$ cat config.mk
export PLATFORM = sky130hd
export DESIGN_NAME = mdio_mgmt_engine
export DESIGN_NICKNAME = d
export VERILOG_FILES = /design/src/rtl/mdio_mgmt_engine.sv
export SDC_FILE = /design/constraint.sdc
export NUM_CORES = 1
export LEC_CHECK = 0
export BUFFER_PORTS_ARGS = -buffer_cell sky130_fd_sc_hd__buf_2
export CORE_MARGIN = 5
export CORE_UTILIZATION = 40
export CTS_BUF_LIST = sky130_fd_sc_hd__clkbuf_16
export CTS_CLUSTER_DIAMETER = 60
export DETAILED_ROUTE_END_ITERATION = 6
export PLACE_DENSITY = 0.55
export RECOVER_POWER = 25
export SLEW_MARGIN = 25
export SYNTH_ARGS = -nofsm -noshare
export SYNTH_HDL_FRONTEND = slang
export SYNTH_SLANG_ARGS = --single-unit
$ cat constraint.sdc
create_clock -name clk -period 2.7 [get_ports clk]
set_clock_uncertainty 0.05 [all_clocks]
set_input_delay 0.54 -clock clk [delete_from_list [all_inputs] [get_ports clk]]
set_output_delay 0.54 -clock clk [all_outputs]
set_load 0.05 [all_outputs]
$ cat src/rtl/mdio_mgmt_engine.sv
module mdio_mgmt_engine #(
  parameter int DIV_W    = 8,
  parameter int DIV_INIT = 7,
  parameter int PRE_LEN  = 32
) (
  input  logic        clk,
  input  logic        rst_n,
  input  logic        reg_wr,
  input  logic [1:0]  reg_addr,
  input  logic [15:0] reg_wdata,
  output logic [15:0] reg_rdata,
  output logic        mdc,
  output logic        mdio_o,
  output logic        mdio_oe,
  input  logic        mdio_i
);
  localparam int FRAME_LEN = PRE_LEN + 32;
  localparam int CNT_W     = $clog2(FRAME_LEN);
  localparam logic [CNT_W-1:0] LAST_BIT = CNT_W'(FRAME_LEN - 1);
  localparam logic [CNT_W-1:0] TA_BIT   = CNT_W'(PRE_LEN + 14);
  localparam logic [CNT_W-1:0] DAT_BIT  = CNT_W'(PRE_LEN + 16);
  localparam logic [CNT_W-1:0] BODY_BIT = CNT_W'(PRE_LEN);

  logic [1:0]       req_q;
  logic [4:0]       phy_q, reg_q;
  logic [15:0]      wdata_q, tx_data_q, rdata_q, rx_sh;
  logic [DIV_W-1:0] div_q, div_cnt;
  logic [CNT_W-1:0] bit_cnt, rel;
  logic             half_q;

  logic busy, is_wr, tick, last, in_rx, data_ph, cmd_wr, bit_val;
  logic [31:0] body;
  logic [4:0]  body_idx;
  logic        unused_bits;

  assign busy     = |req_q;
  assign is_wr    = req_q[1];
  assign tick     = (div_cnt == div_q);
  assign last     = (bit_cnt == LAST_BIT);
  assign in_rx    = !is_wr && (bit_cnt >= TA_BIT);
  assign data_ph  = (bit_cnt >= DAT_BIT);
  assign cmd_wr   = reg_wr && (reg_addr == 2'd0) && !busy;
  assign body     = {2'b01, is_wr ? 2'b01 : 2'b10, phy_q, reg_q, 2'b10,
                     is_wr ? tx_data_q : 16'hFFFF};
  assign rel      = bit_cnt - BODY_BIT;
  assign body_idx = 5'd31 - rel[4:0];
  assign bit_val  = (bit_cnt < BODY_BIT) ? 1'b1 : body[body_idx];

  assign mdc         = half_q;
  assign mdio_oe     = busy && !in_rx;
  assign mdio_o      = mdio_oe && bit_val;
  assign unused_bits = ^{reg_wdata[15], reg_wdata[7:5]};

  always_comb begin
    case (reg_addr)
      2'd0:    reg_rdata = {1'b0, req_q, phy_q, 3'b000, reg_q};
      2'd1:    reg_rdata = wdata_q;
      2'd2:    reg_rdata = rdata_q;
      default: reg_rdata = 16'(div_q);
    endcase
  end

  always_ff @(posedge clk or negedge rst_n) begin
    if (!rst_n) begin
      wdata_q <= '0;
      div_q   <= DIV_W'(DIV_INIT);
    end else if (reg_wr) begin
      if (reg_addr == 2'd1) wdata_q <= reg_wdata;
      if (reg_addr == 2'd3 && !busy) div_q <= reg_wdata[DIV_W-1:0];
    end
  end

  always_ff @(posedge clk or negedge rst_n) begin
    if (!rst_n) begin
      req_q     <= '0;
      phy_q     <= '0;
      reg_q     <= '0;
      tx_data_q <= '0;
      rdata_q   <= '0;
      rx_sh     <= '0;
      div_cnt   <= '0;
      bit_cnt   <= '0;
      half_q    <= 1'b0;
    end else if (cmd_wr) begin
      req_q     <= reg_wdata[14:13];
      phy_q     <= reg_wdata[12:8];
      reg_q     <= reg_wdata[4:0];
      tx_data_q <= wdata_q;
      div_cnt   <= '0;
      bit_cnt   <= '0;
      half_q    <= 1'b0;
    end else if (busy) begin
      if (!tick) begin
        div_cnt <= div_cnt + 1'b1;
      end else begin
        div_cnt <= '0;
        if (!half_q) begin
          half_q <= 1'b1;
          if (!is_wr && data_ph) rx_sh <= {rx_sh[14:0], mdio_i};
        end else begin
          half_q <= 1'b0;
          if (last) begin
            req_q   <= '0;
            bit_cnt <= '0;
            if (!is_wr) rdata_q <= rx_sh;
          end else begin
            bit_cnt <= bit_cnt + 1'b1;
          end
        end
      end
    end
  end
endmodule


==> results.ini <==
[synth]
synthesis.instances = 421
synth_edf_count = 0
synthDistinctLibCells = 47
synth.top_cell.area_share_pct = 50.1
synthTopCellsByArea = dfrtp_1 (50%), mux2_2 (12%), nand2_1 (7.8%)
syn-mean-instance-area_um2 = 11.4
yosys_warnings = 0
synth_area_um2 = 4800
yosysTopAreaCell = dfrtp_1
ys_ff_latch = 99
syn_nets = 446
yosys_most_used_dff = dfrtp_1
ys_seq_area_share_pct = 51.7
ys_async_sr_fraction_pct = 100

[placement]
port-buffer-count = 40
hpwl_um = 8370
place_congestion = 0.833
place_area_um2 = 5220

[timing]
worst_slew_pin_slew_ns = 1.23
setup-tns-final_ns = 0
fmax_mhz = 378
setup_viol = 0
holdWs_ns = 0.355
rsz0062_at_grt = true
maxSlewViolCount = 0
slew_headroom_pct = 18.0
hold_violations = 0
final.min_clock_period_ns = 2.65
fin_crit_sh_pct = 98.1

[die]
start_util_pct = 40.4
die_area_um2 = 14300
die_w_um = 119
row_count = 40
coreArea_um2 = 11900
die_height_um = 119
io_pins = 41

[setup_path]
reg2reg_to = rdata_q[14]$_DFFE_PN0P_
critPathLaunchType = register
crit_fanout = 3
rr_worst_depth = 8
crit_chain = buf_12, buf_4, a2111oi_0, o31a_1, a311oi_2, buf_6
slowest_stage = a2111oi_0
crit_arrival_ns = 2.06
crit_path_end_kind = output port
reg2reg_slack_ns = 0.45
max_stage_delay_ns = 0.55
critPathKind = reg -> out
worst-endpoint-required_ns = 2.11
rr_startpoint = bit_cnt[1]$_DFFE_PN0P_

[route]
drc = 0
first_iter_violations = 161
wl_per_cell_um = 18.5
firstDrtPassIters = 4
vias = 3394
postRouteWirelength_um = 11600
vias_per_cell = 5.40
ant_nets = 0

[hold_path]
min_path_cells = 3
min_to = phy_q[1]$_DFFE_PN0N_
hold_class = in -> reg
hp-start = reg_wdata[9]

[cells_and_area]
area_growth_pct = 18.8
drive_gt1_share_pct = 35.8
diodes = 0
num-nets-final = 501
final_util_pct = 48.0
final_area_um2 = 5700

[global_routing]
grtUsageTotal_pct = 17.4
grt_overflow = 0
grt_pass1_wl_um = 19600
antenna_found_initial = 0
grt_start_max_net_pins = 50
grt_pass1_vias = 3617

[clock_network]
cts.sinks = 99
cts_max_path_buffers = 2
worst_skew_pair.late_latency_ns = 0.35
clock-root-buffer = clkbuf_16
clkTransAtPathRegs_ns = 0.07
h-tree-depth = 3
postCtsHoldBufs = 0
cts_buffers = 9
cts_tree = built

[run]
max-cap-violations = 0

[run_status]
status = finished clean

[pwr]
ir_drop_uv = 326
power_density_nw_per_um2 = 814
leakagePower_nw = 2.73
finalPower_w = 0.00463

[cell families (layout without fill, tap and decap cells)]
logic type	after synthesis	after routing	synth area share (%)
AND/OR/NAND/NOR	146	146	14.2
multiplexers	80	80	20.8
AO/OA/AOI/OAI	56	56	7.98
XOR/XNOR	10	10	1.83
flip-flops	99	99	51.7
buffers and inverters	27	87	2.66
adder cells (fa/ha/maj)	3	3	0.783
[state kept, by name (all words and copies together) (netlist names)]
name / flops
tx_data_q: 16
rdata_q: 16
phy_q: 5
div_q: 8
div_cnt: 8
bit_cnt: 6
mdc: 1
rx_sh: 16
wdata_q: 16
reg_q: 5
req_q: 2
[area by class of cell]
| type | instances | area [um2] |
|---|---|---|
| fill | 1065 | 6170 |
| sequential | 99 | 2480 |
| multi-input combinational | 295 | 2270 |
| timing repair buffer | 64 | 410 |
| clock buffer | 9 | 225 |
| tap | 147 | 184 |
| clock inverter | 7 | 98.8 |
| inverter | 7 | 26.3 |
[cells in the final DEF (no fill, tap or decap), types with 10 or more instances in the layout]
cell,count
buf_2,37
buf_4,19
dfrtp_1,93
mux2_2,49
mux2_4,10
mux2i_1,14
nand2_1,100
o21ai_0,11
[worst max-delay path by stage]
| stage | to | slack (ns) | startpoint | cells after the start |
|---|---|---|---|---|
| 2_1_floorplan | mdio_o | 0.08 | bit_cnt[1]$_DFFE_PN0P_ | 7 |
| 3_3_place_gp | mdio_o | 0.18 | bit_cnt[1]$_DFFE_PN0P_ | 5 |
| 3_5_place_dp | mdio_o | 0.18 | bit_cnt[1]$_DFFE_PN0P_ | 5 |
| 4_1_cts | mdio_o | 0.02 | bit_cnt[2]$_DFFE_PN0P_ | 6 |
| 5_1_grt | mdio_o | -0.04 | bit_cnt[1]$_DFFE_PN0P_ | 7 |
| 6_report | mdio_o | 0.05 | bit_cnt[1]$_DFFE_PN0P_ | 6 |
[critical path: cells and delay by family, from the launching register on]
kind	cells	cell delay (ns)
flops	1	0.44
buf+inv	3	0.44
compound gates	3	0.84
[per-layer routing]
layer	global-route usage, %	up-vias	wire length, um	share of wire, %
li1	-	1609	-	-
met1	23.8	1717	5380	46
met2	28.6	53	5780	50
met3	2.45	15	279	2.4
met4	5.87	0	198	1.7
met5	0	-	0	0
[what timing repair did]
item                                    in CTS  in global routing
buffers inserted                             8                  1
gates resized for setup                      7                 18
endpoints found under the setup margin       1                  2
pin swaps                                    2                  9
[Yosys cell counts (all sizes together), types with 4 or more instances]
| cell | number |
|---|---|
| mux2i | 14 |
| dfrtp | 96 |
| mux4 | 7 |
| nand4 | 7 |
| nor3b | 5 |
| buf | 11 |
| and3 | 6 |
| clkbuf | 9 |
| inv | 7 |
| a21o | 6 |
| o21ai | 21 |
| a21oi | 6 |
| nor2 | 9 |
| nand2 | 100 |
| xnor2 | 9 |
| mux2 | 59 |
| nand3 | 4 |
| nor2b | 4 |
| a22o | 7 |
| nor3 | 5 |
[power breakdown]
group / total (W) / switching (W) / internal (W)
logic: 0.00118 / 0.000699 / 0.000479
clock network: 0.00140 / 0.000585 / 0.000819
registers: 0.00205 / 0.000289 / 0.00176
total: 0.00463 / 0.00157 / 0.00306
[metrics by stage]
step           setup slack (ns)  instances
6_report                 0.0519        628
5_1_grt                 -0.0389        628
2_1_floorplan            0.0750        421
4_1_cts                  0.0181        627
3_5_place_dp              0.184        603
3_3_place_gp              0.180        603
(Power assumes the default switching activity.)
